$ cat config.mk
export PLATFORM = sky130hd
export DESIGN_NAME = spi_port_engine
export DESIGN_NICKNAME = d
export VERILOG_FILES = /design/src/rtl/spi_eng_pkg.sv /design/src/rtl/spi_tick_gen.sv /design/src/rtl/spi_byte_shift.sv /design/src/rtl/spi_port_engine.sv
export SDC_FILE = /design/constraint.sdc
export NUM_CORES = 1
export LEC_CHECK = 0
export BUFFER_PORTS_ARGS = -buffer_cell sky130_fd_sc_hd__buf_4
export CORE_MARGIN = 2
export CORE_UTILIZATION = 50
export DETAILED_ROUTE_END_ITERATION = 6
export HOLD_SLACK_MARGIN = 0.1
export PLACE_DENSITY = 0.68
export REMOVE_ABC_BUFFERS = 1
export SYNTH_ARGS = -nofsm -noshare
export SYNTH_HDL_FRONTEND = slang
export SYNTH_SLANG_ARGS = --single-unit
$ cat constraint.sdc
create_clock -name clk -period 7.9 [get_ports clk]
set_input_delay 0.79 -clock clk [delete_from_list [all_inputs] [get_ports clk]]
set_output_delay 0.79 -clock clk [all_outputs]
set_load 0.005 [all_outputs]
$ cat src/rtl/spi_eng_pkg.sv
package spi_eng_pkg;

    typedef enum logic [2:0] {
        ST_IDLE,
        ST_CMD,
        ST_GAP,
        ST_PG_IDLE,
        ST_PG_SHIFT
    } eng_state_t;

    typedef enum logic [2:0] {
        SRC_OPC,
        SRC_ADR_HI,
        SRC_ADR_MID,
        SRC_ADR_LO,
        SRC_DATA,
        SRC_FILL
    } byte_src_t;

    typedef struct packed {
        logic [3:0] kind;
        logic [1:0] rcnt;
        logic [1:0] wcode;
    } ctrl_t;

    localparam logic [3:0] KIND_PG_SLOW  = 4'h2;
    localparam logic [3:0] KIND_PG_FAST  = 4'h3;
    localparam logic [3:0] KIND_CMD_SLOW = 4'h4;
    localparam logic [3:0] KIND_CMD_FAST = 4'h5;

    localparam int PG_LAST_IDX = 4;

    function automatic logic [2:0] wlen_of(input logic [1:0] code);
        case (code)
            2'd0:    return 3'd1;
            2'd1:    return 3'd2;
            2'd2:    return 3'd4;
            default: return 3'd5;
        endcase
    endfunction

    function automatic byte_src_t cmd_src(input logic [1:0] code, input logic [2:0] idx);
        if (idx == 3'd0)            return SRC_OPC;
        if (idx >= wlen_of(code))   return SRC_FILL;
        if (code == 2'd1)           return SRC_DATA;
        if (idx == 3'd1)            return SRC_ADR_HI;
        if (idx == 3'd2)            return SRC_ADR_MID;
        if (idx == 3'd3)            return SRC_ADR_LO;
        return SRC_DATA;
    endfunction

    function automatic byte_src_t pg_src(input logic [2:0] idx);
        case (idx)
            3'd0:    return SRC_OPC;
            3'd1:    return SRC_ADR_HI;
            3'd2:    return SRC_ADR_MID;
            3'd3:    return SRC_ADR_LO;
            default: return SRC_DATA;
        endcase
    endfunction

endpackage

$ cat src/rtl/spi_tick_gen.sv
module spi_tick_gen #(
    parameter int FAST_HALF = 2,
    parameter int SLOW_HALF = 4
) (
    input  logic clk,
    input  logic rst,
    input  logic en,
    input  logic fast,
    output logic tick
);
    localparam int MAX_HALF = (SLOW_HALF > FAST_HALF) ? SLOW_HALF : FAST_HALF;
    localparam int CNT_W    = $clog2(MAX_HALF + 1);

    logic [CNT_W-1:0] cnt;
    logic [CNT_W-1:0] limit;

    assign limit = fast ? CNT_W'(FAST_HALF - 1) : CNT_W'(SLOW_HALF - 1);
    assign tick  = en && (cnt == limit);

    always_ff @(posedge clk) begin
        if (rst || !en) begin
            cnt <= '0;
        end else if (cnt == limit) begin
            cnt <= '0;
        end else begin
            cnt <= cnt + 1'b1;
        end
    end

    AST_TICK_ONLY_ENABLED: assert property (@(posedge clk) disable iff (rst)
        (!en) |=> (cnt == '0));

endmodule

$ cat src/rtl/spi_byte_shift.sv
module spi_byte_shift (
    input  logic       clk,
    input  logic       rst,
    input  logic       tick,
    input  logic       start,
    input  logic [7:0] tx_byte,
    input  logic       miso,
    output logic       sclk,
    output logic       mosi,
    output logic       active,
    output logic       done,
    output logic [7:0] rx_byte
);
    logic [7:0] sreg;
    logic [2:0] bitn;

    assign mosi = active ? sreg[7] : 1'b0;

    always_ff @(posedge clk) begin
        if (rst) begin
            sreg    <= '0;
            bitn    <= '0;
            active  <= 1'b0;
            sclk    <= 1'b0;
            done    <= 1'b0;
            rx_byte <= '0;
        end else begin
            done <= 1'b0;
            if (start && !active) begin
                sreg   <= tx_byte;
                bitn   <= '0;
                active <= 1'b1;
                sclk   <= 1'b0;
            end else if (active && tick) begin
                if (!sclk) begin
                    sclk    <= 1'b1;
                    rx_byte <= {rx_byte[6:0], miso};
                end else begin
                    sclk <= 1'b0;
                    if (bitn == 3'd7) begin
                        active <= 1'b0;
                        done   <= 1'b1;
                    end else begin
                        bitn <= bitn + 1'b1;
                        sreg <= {sreg[6:0], 1'b0};
                    end
                end
            end
        end
    end

    AST_START_WHEN_FREE: assert property (@(posedge clk) disable iff (rst)
        start |-> !active);
    AST_MOSI_STEADY_HIGH: assert property (@(posedge clk) disable iff (rst)
        (active && sclk) |-> $stable(mosi));

endmodule

$ cat src/rtl/spi_port_engine.sv
module spi_port_engine
    import spi_eng_pkg::*;
#(
    parameter int FAST_HALF  = 2,
    parameter int SLOW_HALF  = 4,
    parameter int PAGE_BYTES = 256
) (
    input  logic        clk,
    input  logic        rst,
    input  logic [2:0]  io_addr,
    input  logic        io_wr,
    input  logic [7:0]  io_wdata,
    output logic [7:0]  io_rdata,
    input  logic        mem_wr,
    input  logic [23:0] mem_addr,
    input  logic [7:0]  mem_wdata,
    output logic        spi_sclk,
    output logic        spi_cs_n,
    output logic        spi_mosi,
    input  logic        spi_miso
);
    localparam int PG_CNT_W = $clog2(PAGE_BYTES + 1);

    eng_state_t        st;
    ctrl_t             ctrl_in;
    logic [1:0]        wcode_q;
    logic [1:0]        rcnt_q;
    logic              fast_q;
    logic [7:0]        opc_q, adr_hi_q, adr_mid_q, adr_lo_q, dat_q;
    logic [7:0]        rx_q [3];
    logic [23:0]       pg_addr_q;
    logic [7:0]        pg_data_q;
    logic [PG_CNT_W-1:0] pg_cnt;
    logic              pg_started;
    logic [2:0]        idx;
    logic              launch;
    logic              sh_start;
    logic              gap_half;
    logic              busy, pg_mode;
    logic              ctrl_wr;
    logic              tick, sh_active, sh_done;
    logic [7:0]        sh_rx;
    logic [7:0]        tx_byte;
    logic [2:0]        wlen;
    logic [3:0]        total;
    logic [2:0]        rd_slot;
    byte_src_t         src;

    assign ctrl_in = ctrl_t'(io_wdata);
    assign ctrl_wr = io_wr && (io_addr == 3'd0);
    assign busy    = (st == ST_CMD) || (st == ST_GAP) || (st == ST_PG_SHIFT);
    assign pg_mode = (st == ST_PG_IDLE) || (st == ST_PG_SHIFT);
    assign wlen    = wlen_of(wcode_q);
    assign total   = {1'b0, wlen} + {2'b00, rcnt_q};
    assign rd_slot = idx - wlen;

    // byte selection for the shifter
    always_comb begin
        src = pg_mode ? pg_src(idx) : cmd_src(wcode_q, idx);
        case (src)
            SRC_OPC:     tx_byte = opc_q;
            SRC_ADR_HI:  tx_byte = pg_mode ? pg_addr_q[23:16] : adr_hi_q;
            SRC_ADR_MID: tx_byte = pg_mode ? pg_addr_q[15:8]  : adr_mid_q;
            SRC_ADR_LO:  tx_byte = pg_mode ? pg_addr_q[7:0]   : adr_lo_q;
            SRC_DATA:    tx_byte = pg_mode ? pg_data_q : dat_q;
            default:     tx_byte = 8'h00;
        endcase
    end

    // port read mux
    always_comb begin
        case (io_addr)
            3'd0:    io_rdata = {busy, pg_mode, 6'b0};
            3'd1:    io_rdata = opc_q;
            3'd2:    io_rdata = adr_lo_q;
            3'd3:    io_rdata = adr_mid_q;
            3'd4:    io_rdata = adr_hi_q;
            3'd5:    io_rdata = rx_q[0];
            3'd6:    io_rdata = rx_q[1];
            default: io_rdata = rx_q[2];
        endcase
    end

    // data registers: writable only while not busy
    always_ff @(posedge clk) begin
        if (rst) begin
            opc_q     <= '0;
            adr_hi_q  <= '0;
            adr_mid_q <= '0;
            adr_lo_q  <= '0;
            dat_q     <= '0;
        end else if (io_wr && !busy) begin
            case (io_addr)
                3'd1:    opc_q     <= io_wdata;
                3'd2:    adr_lo_q  <= io_wdata;
                3'd3:    adr_mid_q <= io_wdata;
                3'd4:    adr_hi_q  <= io_wdata;
                3'd7:    dat_q     <= io_wdata;
                default: ;
            endcase
        end
    end

    // sequencer
    always_ff @(posedge clk) begin
        if (rst) begin
            st         <= ST_IDLE;
            wcode_q    <= '0;
            rcnt_q     <= '0;
            fast_q     <= 1'b0;
            idx        <= '0;
            launch     <= 1'b0;
            sh_start   <= 1'b0;
            gap_half   <= 1'b0;
            spi_cs_n   <= 1'b1;
            pg_cnt     <= '0;
            pg_started <= 1'b0;
            pg_addr_q  <= '0;
            pg_data_q  <= '0;
            for (int i = 0; i < 3; i++) rx_q[i] <= '0;
        end else begin
            sh_start <= 1'b0;
            case (st)
                ST_IDLE: begin
                    if (ctrl_wr) begin
                        if (ctrl_in.kind == KIND_CMD_SLOW || ctrl_in.kind == KIND_CMD_FAST) begin
                            wcode_q  <= ctrl_in.wcode;
                            rcnt_q   <= ctrl_in.rcnt;
                            fast_q   <= ctrl_in.kind[0];
                            idx      <= '0;
                            launch   <= 1'b1;
                            spi_cs_n <= 1'b0;
                            st       <= ST_CMD;
                        end else if (ctrl_in.kind == KIND_PG_SLOW || ctrl_in.kind == KIND_PG_FAST) begin
                            fast_q     <= ctrl_in.kind[0];
                            pg_cnt     <= '0;
                            pg_started <= 1'b0;
                            st         <= ST_PG_IDLE;
                        end
                    end
                end
                ST_CMD: begin
                    if (launch) begin
                        sh_start <= 1'b1;
                        launch   <= 1'b0;
                    end else if (sh_done) begin
                        if (idx >= wlen) rx_q[rd_slot[1:0]] <= sh_rx;
                        if ({1'b0, idx} == total - 4'd1) begin
                            st       <= ST_GAP;
                            gap_half <= 1'b0;
                        end else begin
                            idx    <= idx + 1'b1;
                            launch <= 1'b1;
                        end
                    end
                end
                ST_GAP: begin
                    if (tick) begin
                        if (gap_half) begin
                            spi_cs_n <= 1'b1;
                            st       <= ST_IDLE;
                        end else begin
                            gap_half <= 1'b1;
                        end
                    end
                end
                ST_PG_IDLE: begin
                    if (ctrl_wr && io_wdata == 8'h00) begin
                        st       <= pg_started ? ST_GAP : ST_IDLE;
                        gap_half <= 1'b0;
                    end else if (mem_wr && pg_cnt < PG_CNT_W'(PAGE_BYTES)) begin
                        pg_addr_q  <= mem_addr;
                        pg_data_q  <= mem_wdata;
                        spi_cs_n   <= 1'b0;
                        idx        <= pg_started ? 3'(PG_LAST_IDX) : 3'd0;
                        pg_started <= 1'b1;
                        launch     <= 1'b1;
                        st         <= ST_PG_SHIFT;
                    end
                end
                ST_PG_SHIFT: begin
                    if (launch) begin
                        sh_start <= 1'b1;
                        launch   <= 1'b0;
                    end else if (sh_done) begin
                        if (idx == 3'(PG_LAST_IDX)) begin
                            pg_cnt <= pg_cnt + 1'b1;
                            st     <= ST_PG_IDLE;
                        end else begin
                            idx    <= idx + 1'b1;
                            launch <= 1'b1;
                        end
                    end
                end
                default: st <= ST_IDLE;
            endcase
        end
    end

    spi_tick_gen #(
        .FAST_HALF(FAST_HALF),
        .SLOW_HALF(SLOW_HALF)
    ) u_tick (
        .clk  (clk),
        .rst  (rst),
        .en   (sh_active || (st == ST_GAP)),
        .fast (fast_q),
        .tick (tick)
    );

    spi_byte_shift u_shift (
        .clk     (clk),
        .rst     (rst),
        .tick    (tick),
        .start   (sh_start),
        .tx_byte (tx_byte),
        .miso    (spi_miso),
        .sclk    (spi_sclk),
        .mosi    (spi_mosi),
        .active  (sh_active),
        .done    (sh_done),
        .rx_byte (sh_rx)
    );

    AST_SCLK_QUIET: assert property (@(posedge clk) disable iff (rst)
        spi_cs_n |-> !spi_sclk);
    AST_BUSY_WITH_CS: assert property (@(posedge clk) disable iff (rst)
        (!spi_cs_n && !pg_mode) |-> busy);
    AST_CS_RELEASE_IDLE: assert property (@(posedge clk) disable iff (rst)
        $rose(spi_cs_n) |-> !busy);
    AST_CTRL_HELD: assert property (@(posedge clk) disable iff (rst)
        (busy && ctrl_wr) |=> ($stable(wcode_q) && $stable(rcnt_q) && $stable(fast_q)));
    AST_PAGE_CAP: assert property (@(posedge clk) disable iff (rst)
        pg_cnt <= PG_CNT_W'(PAGE_BYTES));

endmodule

==> flow_metrics.py <==
metrics = {
    "logic_synthesis": {
        "synth_xor_area_frac": 0.0187,
        "synth_area_sq_um": 7470,
        "synth-simple-area-share": 0.211,
        "async_reset_ff_frac": 0,
        "synth_fa_ha_area_frac": 0.0301,
        "synth_compound_area_frac": 0.111,
        "ys_seq_area_frac": 0.423,
        "postSynthCellCount": 816,
        "yosys_warnings": 0,
        "synth_ff_type": "dfxtp_1",
        "synth-edff-count": 24,
        "ys_ff_latch": 146,
        "synth_cell_types": 64,
        "synth_top_family_by_area": "simple AND/OR/NAND/NOR gates",
        "muxShareOfSynthArea": 0.168,
        "syn_avg_cell_area_sq_um": 9.16,
    },
    "drt": {
        "final_antenna_net_count": 0,
        "via_per_inst": 5.86,
        "firstDrtPassIters": 6,
        "wire_per_inst_um": 18.3,
        "vias": 6128,
        "drc": 0,
        "dr.first_iter.drc_count": 533,
        "totalWireLength_mm": 19.1,
    },
    "critical_path": {
        "slowest_stage": "or2_2",
        "crit_path_end_kind": "output port",
        "cp_num_buf_inv": 1,
        "cpPeakStageDelay_ns": 0.93,
        "crit_chain": "nor3b_1, or2_2, mux4_2, mux2_2, buf_4",
        "cp.arrival_ns": 3.28,
        "critPathMaxFanout": 33,
        "criticalPathCategory": "reg -> out",
        "startpoint_type": "flip-flop",
        "cpLargestDelayFamily": "simple AND/OR/NAND/NOR gates",
        "cp.required_ns": 7.11,
    },
    "cells_and_area": {
        "stdcell_area_sq_um": 8570,
        "multi_input_area_sq_um": 4030,
        "final_layout_size_suffix_gt1_frac": 0.143,
        "seqCellArea_sq_um": 3160,
        "fill_cells": 1292,
        "syn_to_final_growth_pct": 14.6,
        "nets": 914,
        "antenna_cells": 0,
    },
    "power_and_ir_drop": {
        "p_per_area_nw_per_um2": 196,
        "peakVddDrop_v": 0.000153,
        "leakage_nw": 3.17,
    },
    "timing": {
        "holdWs_ns": 0.456,
        "period_minus_slack_ns": 4.07,
        "clock.fmax_mhz": 246,
        "rsz0062_at_grt": "false",
        "final-hold-violation-count": 0,
        "slew_headroom": 0.0732,
        "finalCritPeriodShare": 0.515,
        "finalMaxSlewViolations": 0,
        "setup-tns-final_ns": 0,
        "setup_violations": 0,
        "tightest_slew_ns": 1.38,
        "skew_ns": 0.00971,
    },
    "place": {
        "place_congestion": 0.862,
        "port_buffers": 58,
        "place_hpwl_mm": 13.3,
        "dpl_cell_area_sq_um": 7980,
    },
    "clock_tree": {
        "cts_resized": 0,
        "htree_levels": 4,
        "path_clk_slew_ns": 0.06,
        "cts_setup_buffers": 0,
        "cts_made_buffers": 17,
        "cts.sinks": 146,
        "clockBufferDepth": 2,
        "cts-root-buf": "clkbuf_16",
        "clkLatencyLatePin_ns": 0.42,
        "cts_tree": "yes",
        "ctsHoldBuffers": 0,
    },
    "die": {
        "io_pins": 59,
        "rows": 44,
        "die_area_sq_um": 15900,
        "die_y_um": 126,
        "start_util": 0.512,
        "die_w_um": 126,
        "coreArea_sq_um": 14600,
    },
    "grt": {
        "use_met1": 0.333,
        "gr-usage-met2": 0.392,
        "grt_max_degree": 97,
        "antenna_found_initial": 0,
        "track_usage": 0.245,
        "grt_pass1_wl_mm": 30.7,
        "grt-ovfl-total": 0,
        "use_met3": 0.0501,
        "busiest_layer": "met2",
        "grt_pass1_vias": 5958,
    },
    "min_path": {
        "hold_class": "reg -> reg",
    },
    "outcome": {
        "status": "completed",
    },
    "run": {
        "drv_cap": 0,
    },
}
[power by group]
| group | total [mW] | switching [mW] | internal, mW |
|---|---|---|---|
| clock network | 0.804 | 0.307 | 0.497 |
| logic | 0.106 | 0.0604 | 0.0455 |
| registers | 0.772 | 0.00717 | 0.765 |
[flip-flops by register name (all words and copies together) (netlist names), 2 cells and up]
signal           cells
u_shift.sreg         8
rx_q                24
adr_hi_q             8
wcode_q              2
adr_lo_q             8
pg_data_q            8
dat_q                8
u_tick.cnt           3
u_shift.rx_byte      8
idx                  3
pg_addr_q           24
pg_cnt               9
adr_mid_q            8
u_shift.bitn         3
opc_q                8
st                   3
rcnt_q               2
[worst register-to-register path: cells and delay by family (launching register included)]
family,cells,cell delay [ns]
buffers and inverters,1,0.06
flip-flops,1,0.39
adder cells (fa/ha/maj),2,0.65
AND/OR/NAND/NOR,3,0.52
AO/OA/AOI/OAI,4,2.24
[area by class of cell]
type,instances,area share
Multi-Input combinational cell,601,0.471
Sequential cell,146,0.369
Clock buffer,23,0.0570
Timing Repair Buffer,64,0.0561
Tap cell,184,0.0269
Clock inverter,9,0.0121
Inverter,18,0.00789
[per-layer routing]
metal / part of all wire / routed length, um
met5: 0 / 0
met1: 0.47 / 8960
met4: 0.011 / 215
met3: 0.049 / 927
met2: 0.47 / 8980
[cell usage in the layout (no fill, tap or decap), types with 4 or more instances in the layout]
cell type,instances
or2_2,5
a21oi_1,51
mux2_1,7
buf_4,64
and2_1,27
nor4b_1,4
nor4_1,13
o21ai_0,29
nand3_1,11
clkbuf_16,17
clkbuf_8,4
inv_1,17
nor2b_1,16
nor3b_1,8
nand2b_1,7
nor3_1,25
ha_1,18
nand2_1,85
a31oi_1,4
dfxtp_1,122
xnor2_1,8
xor2_1,8
a2111oi_0,7
mux2i_1,94
nor2_1,98
mux4_2,7
edfxtp_1,24
nand4_1,6
clkinv_2,4
mux2_2,7
a211oi_1,4
or3_1,5
[synthesized netlist by cell type, drive strengths merged, types with 14 or more instances]
master  number  area share
o21ai       30       0.020
inv         17      0.0085
edfxtp      24       0.096
a21oi       51       0.034
nand2       85       0.043
nor2b       16       0.013
nor2       100       0.051
nor3        28       0.020
ha          18       0.030
clkbuf      41       0.021
and2        27       0.023
dfxtp      122        0.33
mux2        14       0.021
mux2i       94        0.13
[through the flow]
stage	utilization	cells	total power [mW]	setup WS, ns
after floorplan	-	765	0.833	4.46
after detailed placement	0.547	1013	0.893	4.02
final	0.587	1045	1.68	3.83
after global routing	0.587	1045	1.74	3.67
after CTS	0.587	1045	1.69	3.86
after global placement	0.547	1013	0.891	4.20
[logic make-up (layout without fill, tap and decap cells)]
kind of cell / Yosys count / in the layout
AOI/OAI and AO/OA: 126 / 126
xor gates and xnor gates: 16 / 16
adders and majority gates: 18 / 18
buffers and inverters: 69 / 114
DFF: 146 / 146
muxes: 115 / 115
and+or+nand+nor: 326 / 326
[worst paths after layout]
path / from / endpoint / slack [ns] / cells after the start
max: st[2] / io_rdata[6] / 3.83 / 5
min: u_tick.cnt[0] / u_tick.cnt[0] / 0.46 / 1
max reg2reg: wcode_q[0] / u_shift.sreg[2] / 3.88 / 10
min reg2reg: u_tick.cnt[0] / u_tick.cnt[0] / 0.46 / 1
(Power assumes the default switching activity.)
